### src/rtl/sleepctl_pkg.sv
package sleepctl_pkg;
    typedef enum logic [1:0] {
        ST_RUN    = 2'd0,
        ST_DOZE   = 2'd1,
        ST_RESUME = 2'd2
    } slp_state_e;
endpackage

### src/rtl/sleepctl_wake_sync.sv
module sleepctl_wake_sync #(
    parameter int NSRC = 8
) (
    input  logic            clk,
    input  logic            rst_n,
    input  logic            sub_tick,
    input  logic            arm,
    input  logic            irq_mask,
    input  logic [NSRC-1:0] irq_req,
    input  logic [NSRC-1:0] irq_en,
    output logic            wake_ready
);
    logic req_any;
    logic s1_q, s2_q;

    // Combined request: any enabled source, gated by the global mask
    assign req_any = ~irq_mask & (|(irq_req & irq_en));

    always_ff @(posedge clk or negedge rst_n) begin
        if (!rst_n) begin
            s1_q <= 1'b0;
            s2_q <= 1'b0;
        end else if (!arm) begin
            s1_q <= 1'b0;
            s2_q <= 1'b0;
        end else if (sub_tick) begin
            s1_q <= req_any;
            s2_q <= s1_q;
        end
    end

    assign wake_ready = s2_q;

    // first stage only rises on an unmasked, enabled request
    assert_stage1_needs_req_R6: assert property (@(posedge clk) disable iff (!rst_n)
        $rose(s1_q) |-> $past(req_any));

    // second stage only rises after the first stage was set
    assert_two_stage_R7: assert property (@(posedge clk) disable iff (!rst_n)
        $rose(s2_q) |-> $past(s1_q));
endmodule

### src/rtl/sleepctl_fsm.sv
module sleepctl_fsm
    import sleepctl_pkg::*;
(
    input  logic       clk,
    input  logic       rst_n,
    input  logic       sleep_op,
    input  logic       stby_sel,
    input  logic       lowspd_sel,
    input  logic       tmr_mode,
    input  logic       wake_ready,
    output slp_state_e state
);
    slp_state_e st_q, st_d;
    logic       mode_ok;

    assign mode_ok = ~stby_sel & lowspd_sel & tmr_mode;

    always_ff @(posedge clk or negedge rst_n) begin
        if (!rst_n) st_q <= ST_RUN;
        else        st_q <= st_d;
    end

    always_comb begin
        st_d = st_q;
        unique case (st_q)
            ST_RUN:    if (sleep_op && mode_ok) st_d = ST_DOZE;
            ST_DOZE:   if (wake_ready)          st_d = ST_RESUME;
            ST_RESUME: st_d = ST_RUN;
            default:   st_d = ST_RUN;
        endcase
    end

    assign state = st_q;

    // valid mode at the strobe enters sleep
    assert_enter_doze_R1: assert property (@(posedge clk) disable iff (!rst_n)
        (st_q == ST_RUN && sleep_op && !stby_sel && lowspd_sel && tmr_mode) |=> (st_q == ST_DOZE));

    // any other mode pattern stays running
    assert_stay_run_R2: assert property (@(posedge clk) disable iff (!rst_n)
        (st_q == ST_RUN && !(sleep_op && !stby_sel && lowspd_sel && tmr_mode)) |=> (st_q == ST_RUN));
endmodule

### src/rtl/sleepctl_gate.sv
module sleepctl_gate #(
    parameter int NGRP    = 6,
    parameter int ADC_IDX = 0,
    parameter int WDT_IDX = 1
) (
    input  logic            asleep,
    output logic [NGRP-1:0] clk_en
);
    for (genvar g = 0; g < NGRP; g++) begin : g_grp
        if (g == ADC_IDX || g == WDT_IDX) begin : g_keep
            assign clk_en[g] = 1'b1;
        end else begin : g_stop
            assign clk_en[g] = ~asleep;
        end
    end
endmodule

### src/rtl/sleep_ctrl_top.sv
module sleep_ctrl_top
    import sleepctl_pkg::*;
#(
    parameter int NSRC    = 8,
    parameter int NGRP    = 6,
    parameter int ADC_IDX = 0,
    parameter int WDT_IDX = 1
) (
    input  logic            clk,
    input  logic            rst_n,
    input  logic            sub_tick,
    input  logic            sleep_op,
    input  logic            stby_sel,
    input  logic            lowspd_sel,
    input  logic            tmr_mode,
    input  logic            irq_mask,
    input  logic [NSRC-1:0] irq_req,
    input  logic [NSRC-1:0] irq_en,
    output logic [NGRP-1:0] periph_clk_en,
    output logic            port_hold,
    output logic            cpu_halt,
    output logic            wake_pulse
);
    localparam logic [NGRP-1:0] KEEP_MASK = (NGRP'(1) << ADC_IDX) | (NGRP'(1) << WDT_IDX);

    slp_state_e state;
    logic       wake_ready;
    logic       asleep;

    sleepctl_wake_sync #(.NSRC(NSRC)) u_sync (
        .clk        (clk),
        .rst_n      (rst_n),
        .sub_tick   (sub_tick),
        .arm        (asleep),
        .irq_mask   (irq_mask),
        .irq_req    (irq_req),
        .irq_en     (irq_en),
        .wake_ready (wake_ready)
    );

    sleepctl_fsm u_fsm (
        .clk        (clk),
        .rst_n      (rst_n),
        .sleep_op   (sleep_op),
        .stby_sel   (stby_sel),
        .lowspd_sel (lowspd_sel),
        .tmr_mode   (tmr_mode),
        .wake_ready (wake_ready),
        .state      (state)
    );

    always_comb begin
        asleep     = 1'b0;
        wake_pulse = 1'b0;
        unique case (state)
            ST_RUN:    ;
            ST_DOZE:   asleep = 1'b1;
            ST_RESUME: wake_pulse = 1'b1;
            default:   ;
        endcase
    end

    assign cpu_halt  = asleep;
    assign port_hold = asleep;

    sleepctl_gate #(.NGRP(NGRP), .ADC_IDX(ADC_IDX), .WDT_IDX(WDT_IDX)) u_gate (
        .asleep (asleep),
        .clk_en (periph_clk_en)
    );

    // only the converter and watchdog groups run while halted
    assert_gate_mask_R3: assert property (@(posedge clk) disable iff (!rst_n)
        cpu_halt |-> (periph_clk_en == KEEP_MASK));

    // wake strobe lasts one cycle and the CPU runs during it
    assert_wake_single_R5: assert property (@(posedge clk) disable iff (!rst_n)
        wake_pulse |=> (!wake_pulse && !cpu_halt));
endmodule

### config.mk
export PLATFORM = sky130hd
export DESIGN_NAME = sleep_ctrl_top
export DESIGN_NICKNAME = d
export VERILOG_FILES = /design/src/rtl/sleepctl_pkg.sv /design/src/rtl/sleepctl_wake_sync.sv /design/src/rtl/sleepctl_fsm.sv /design/src/rtl/sleepctl_gate.sv /design/src/rtl/sleep_ctrl_top.sv
export SDC_FILE = /design/constraint.sdc
export NUM_CORES = 1
export LEC_CHECK = 0
export BUFFER_PORTS_ARGS = -buffer_cell sky130_fd_sc_hd__buf_4
export CAP_MARGIN = 5
export CORE_AREA = 4 4 41 43
export DETAILED_ROUTE_END_ITERATION = 6
export DIE_AREA = 0 0 45 47
export GPL_TIMING_DRIVEN = 0
export MAX_ROUTING_LAYER = met4
export REMOVE_ABC_BUFFERS = 1
export SYNTH_ARGS = -nofsm -noshare
export SYNTH_HDL_FRONTEND = slang
export SYNTH_SLANG_ARGS = --single-unit
### constraint.sdc
create_clock -name clk -period 1.4 [get_ports clk]
set_clock_uncertainty 0.05 [all_clocks]
set_input_delay 0.14 -clock clk [delete_from_list [all_inputs] [get_ports clk]]
set_output_delay 0.14 -clock clk [all_outputs]
set_load 0.005 [all_outputs]
Word level (Yosys, flattened, before mapping)
Index checks and enable logic that the tools add are counted.

Equal/unequal tests: 5. Mux-type cells: 9. Bitwise gates (word level): 7. Reductions and logical operators: 4.

Operators with widths (number): AND 8 bit (1); OR reduction 8 bit (1); two-way mux 1 bit (6); two-way mux 2 bit (2); != test 2 bit, second input constant (2); one-hot mux 2 bit (2 select lines) (1); AND 1 bit (3); NOT 1 bit (3); == test 2 x 1 -> 1 bit, second input constant (1); == test 2 bit, second input constant (1); zero test 2 bit (1); != test 2 x 1 -> 1 bit, second input constant (1); AND reduction 2 bit (1); logical AND 1 bit (1).

Bits in registers: 4. Bits of input ports: 24. Output and inout bits: 9. Logic and storage cells: 28.

Longest topological paths before layout
Depth in word-level cells: 6. Mapped depth: 3. Mapped depth without buffers: 3.

By module
A second synthesis with hierarchy kept.

Cells, all modules: 28. Area total of the unflattened synthesis: 281.5 um^2.

By module, submodules not included: sleepctl_wake_sync (instances 1, cells each 12, area each 128.9 um^2, sequential area each 50.0 um^2); sleepctl_fsm (instances 1, cells each 6, area each 85.1 um^2, sequential area each 50.0 um^2); sleepctl_gate (instances 1, cells each 7, area each 45.0 um^2, sequential area each 0.0 um^2); sleep_ctrl_top (instances 1, cells each 3, area each 22.5 um^2, sequential area each 0.0 um^2).

Least setup slack after synthesis
OpenSTA, ideal clock, no wires.

Kind: register to register. Start point: register u_fsm.st_q[0] (netlist: u_fsm.state[0]). End point: register u_sync.s1_q. Arrival time: 0.887 ns. Setup slack: 0.342 ns. Cell stages (with the launch flop): 4. Buffers on the path: 0. Period minus slack after synthesis: 1.058 ns. Cells stage by stage: dfrtp_1 nand2b_1 inv_2 a41o_1.

Longest elaborated chain between the ends: 3. Elaborated cells between the ends (all ways): 4.

Ends and longest elaborated chain: start: declaration (line sleepctl_fsm.sv:13) `slp_state_e st_q, st_d;`; start signal: assignment (line sleepctl_fsm.sv:20) `else st_q <= st_d;`; == test 2 x 1 -> 1 bit (*) (line sleep_ctrl_top.sv:55) `unique case (state)`; two-way mux 1 bit (*) (line sleep_ctrl_top.sv:55); named net cpu_halt (line sleep_ctrl_top.sv:21) `output logic cpu_halt,`; != test 2 bit (no source line) or two-way mux 1 bit (tied branches); end signal: assignment (line sleepctl_wake_sync.sv:27) `s1_q <= req_any;`; end: declaration (line sleepctl_wake_sync.sv:14) `logic s1_q, s2_q;`.

The timed path passes the listed nets; every way through them passes the cells marked *. A chain may end at the register's enable or synchronous reset.

Final worst setup path
Start point: register u_fsm.st_q[1] (netlist: u_fsm.state[1]). End point: output port_hold.

Longest elaborated chain between the ends: 2.

Ends and longest elaborated chain: == test 2 x 1 -> 1 bit (line sleep_ctrl_top.sv:55); two-way mux 1 bit (line sleep_ctrl_top.sv:55); end: declaration (line sleep_ctrl_top.sv:20) `output logic port_hold,`.

Every way passes these cells.

==> results.md <==
- Summed over all nets, the half-perimeter wirelength after detailed placement is 725 um.
- After detailed routing, the number of vias per cell comes to 4.17.
- The maximum number of pins on one net before global-route repair is 8.
- The xor/xnor share of the synthesized area is 0%.
- The length of the first detailed-routing pass in iterations is 2.
- Global routing used 9.24% of the available tracks across all layers.
- Setup repair after global routing left no endpoint under its margin.
- The starting density of the core is 20.9%.
- From synthesis to final layout, the design area changed by 86.6%.
- Clock-pin slew was measured on the worst setup and hold paths at 0.04 ns.
- The number of sinks handled by clock tree synthesis is 4.
- The number of nets in the finished design is 83.
- After synthesis, the share of cell area in mux cells is 7.83%.
- The max-cap check violation count is 0.
- The share of the yosys chip area belonging to registers is 36.9%.
- After synthesis, the largest family of logic cells by area is simple AND/OR/NAND/NOR gates.
- The flow ran to the end, and the final reports show no timing, DRC or antenna violations.
- The switching fraction of total power is 29.6%.
- Setup violations remaining at the end of the flow were counted as 0.
- In this run the power density over the cells is 1230 mW/mm^2.
- The routed wirelength normalized by instance count is 10.9 um.
- The multi-input combinational cells in the finished layout cover a total of 123 um^2.
- Data on the critical path is required at its endpoint by 1.21 ns.
- The final setup TNS is 0 ns.
- For hold timing, the worst endpoint is u_sync.s1_q$_DFFE_PN0P_.
- The congestion estimate from routability-driven global placement came to 0.682.
- The area of the die is 0.00212 mm^2.
- For this design the static power due to leakage is 0.000279 uW.
- The worst hold path begins at sub_tick.
- The internal portion of total power is 438 uW.
- Yosys printed 0 warnings.
- After Yosys synthesis, full adders, half adders and majority gates account for 0% of the synthesized area.
- In the finished design, the share of the clock period the worst path needs comes to 92.1%.
- Registers take 100 um^2.
- In this run, flip-flops and latches consume 26.4% of the power.
- Synthesis produced 28 cells.
- The post-layout instance count excluding filler cells is 72.
- For this run, design rule violations remaining after detail routing come to 0.
- The region available for standard cell placement spans 0.00130 mm^2.
- The floorplan has 13 rows.
- VDD sags by at most 0.000403 V.
- The total of fill cells in the finished design is 141.
- STA classifies the critical path endpoint as a primary output.
- The cell area that synthesis handed to floorplanning was 272 um^2.
- The total power of the final layout is 622 uW.
- The top fanout value on the critical path is 7.
- The H-tree depth is 1.
- The part of the power in the clock network is 21.9%.
- The clock tree from TritonCTS is yes.
- The count of pins on the block boundary is 33.
- The number of antenna violations at the first check in global routing is 0.
- 0 antenna diodes ended up in the layout.
- At the end of the flow the core is filled with cells to 38.9%.
- The simple-gate portion of the synthesized area is 19.8%.
- The number of global-route vias before repair is 329.
- The via count is 300.
- The maximum buffer depth of the clock tree is 2.
- In this run the clock root is driven by a sky130_fd_sc_hd__clkbuf_4.
- The detailed router finished its first iteration with 2 violations.
- The routed design has 783 um of wire.
- The share of total power dissipated in combinational logic is 51.7%.
- The worst hold path passes through 2 cells.
- The number of buffers added for setup after CTS is 0.
- Of the cells placed in the final design, the portion with a size suffix greater than 1 is 63.2%.
- The cell count after placement is 68.
- The source-to-sink clock delay at the later pin of the worst-skew pair is 0.23 ns.
- The number of antenna-violating nets in the routed design is 0.
- The number of input and output port buffers inserted is 30.
- The time the final worst path needs with I/O delays and setup is 1.29 ns.
- The number of CTS-inserted buffers is 3.
- The die is 47 um tall.
- The number of cells on the worst reg-to-reg path is 3.
- The net switching component of the power is 184 uW.
- The slack of the worst reg-to-reg path is 0.29 ns.
- Measured along the x axis, the die boundary spans 45 um.
- The synthesized netlist devotes 14.7% of its cell area to compound gates.
- In this run the worst hold path is classified as in2reg.
- The number of synthesized register bits is 4.
- The average instance in the mapped netlist occupies 9.70 um^2.
- Across all hold checks on the routed design, the worst slack comes to 0.146 ns.
- The number of different library cells in the post-synthesis netlist is 16.
- The overflow left after global routing is 0.
- The first global-routing pass estimated 1.30 mm of wire.
- The critical register-to-register path startpoint is u_fsm.state[0]$_DFFE_PN0P_.
- The number of pins exceeding their max-slew limit in the final report was 0.
- The maximum clock frequency is 776 MHz.
- The number of hold violations in the final report was 0.
- By startpoint and endpoint, the worst setup path is classified as reg2out.
- The category of the worst setup path launch point is a register.
- The endpoint identified for the worst register-to-register timing path is u_sync.s1_q$_DFFE_PN0P_.
- The data arrival time of the critical path is 1.10 ns.
-- cell type report --
cell class                      instances  area share (%)
Multi-Input combinational cell         17            24.2
Tap cell                               15            3.70
Sequential cell                         4            19.8
Timing Repair Buffer                   31            46.4
Clock buffer                            3            4.44
Inverter                                2            1.48
-- logic make-up (layout without fill, tap and decap cells) --
logic type / after synthesis / in the layout
AOI/OAI and AO/OA: 5 / 5
buffers and inverters: 8 / 36
DFF: 4 / 4
muxes: 2 / 2
other: 1 / 2
and+or+nand+nor: 8 / 8
-- how the worst max path moves through the flow --
stage / startpoint / endpoint / slack [ns]
floorplan: u_fsm.state[0]$_DFFE_PN0P_ / u_sync.s1_q$_DFFE_PN0P_ / 0.27
global placement: u_fsm.state[0]$_DFFE_PN0P_ / u_sync.s1_q$_DFFE_PN0P_ / 0.29
detailed placement: u_fsm.state[0]$_DFFE_PN0P_ / u_sync.s1_q$_DFFE_PN0P_ / 0.28
CTS: u_fsm.state[1]$_DFFE_PN0P_ / port_hold / 0.09
global route: u_fsm.state[1]$_DFFE_PN0P_ / port_hold / 0.008
finish: u_fsm.state[1]$_DFFE_PN0P_ / port_hold / 0.11
-- timing repair --
| item | 4_1_cts | 5_1_grt |
|---|---|---|
| endpoints found under the hold margin | 4 | 0 |
| resized for setup | 0 | 0 |
| setup endpoints to repair | 0 | 0 |
| hold buffers | 1 | 0 |
-- power groups by stage --
stage	combinational [uW]	sequential, uW	clock (uW)
finish	322	164	136
detailed placement	329	165	0
CTS	332	164	143
global route	356	169	159
floorplan	117	161	0
global placement	321	165	0
-- state kept, by name (all words and copies together) (netlist names) --
| signal | flops |
|---|---|
| u_fsm.state | 2 |
| u_sync.s1_q | 1 |
| u_sync.wake_ready | 1 |
-- worst max-delay path, stage by stage (launching register included) --
cell and delay [ns]:
sky130_fd_sc_hd__dfrtp_1 0.37, sky130_fd_sc_hd__nand2b_1 0.26, sky130_fd_sc_hd__inv_2 0.13, sky130_fd_sc_hd__buf_4 0.11
-- cells in the mapped netlist --
library cell	n	share of area (%)
sky130_fd_sc_hd__nand2b_1	1	2.3
sky130_fd_sc_hd__nor3b_2	1	4.6
sky130_fd_sc_hd__a41o_1	1	3.7
sky130_fd_sc_hd__mux2i_1	1	3.7
sky130_fd_sc_hd__nand4b_1	1	3.2
sky130_fd_sc_hd__inv_2	1	1.4
sky130_fd_sc_hd__nand4_1	1	2.3
sky130_fd_sc_hd__a22oi_1	4	11
sky130_fd_sc_hd__inv_1	1	1.4
sky130_fd_sc_hd__conb_1	1	1.4
sky130_fd_sc_hd__buf_4	6	17
sky130_fd_sc_hd__dfrtp_1	4	37
sky130_fd_sc_hd__and2_1	1	2.3
sky130_fd_sc_hd__nor2_1	2	2.8
sky130_fd_sc_hd__mux2_2	1	4.1
sky130_fd_sc_hd__nor2b_1	1	2.3
-- metrics by stage --
step	cell area (um^2)	setup WS (ns)
after floorplan	230	0.266
after global placement	474	0.293
after detailed placement	474	0.276
after CTS	507	0.0852
after global routing	507	0.00787
final	507	0.111
-- metal layers --
layer	track usage (%)	part of all wire [%]
met1	8.01	32
met2	15.8	55
met3	3.83	12
met4	7.02	0
met5	-	0
-- cells in the final DEF, fill, tap and decap left out, drive strengths merged --
cell type and instances:
a22oi 4, a41o 1, and2 1, buf 30
clkbuf 3, conb 2, dfrtp 4, dlygate4sd3 1
inv 2, mux2 1, mux2i 1, nand2b 1
nand4 1, nand4b 1, nor2 2, nor2b 1
nor3b 1
No activity file was read; power rests on OpenSTA's default activity.
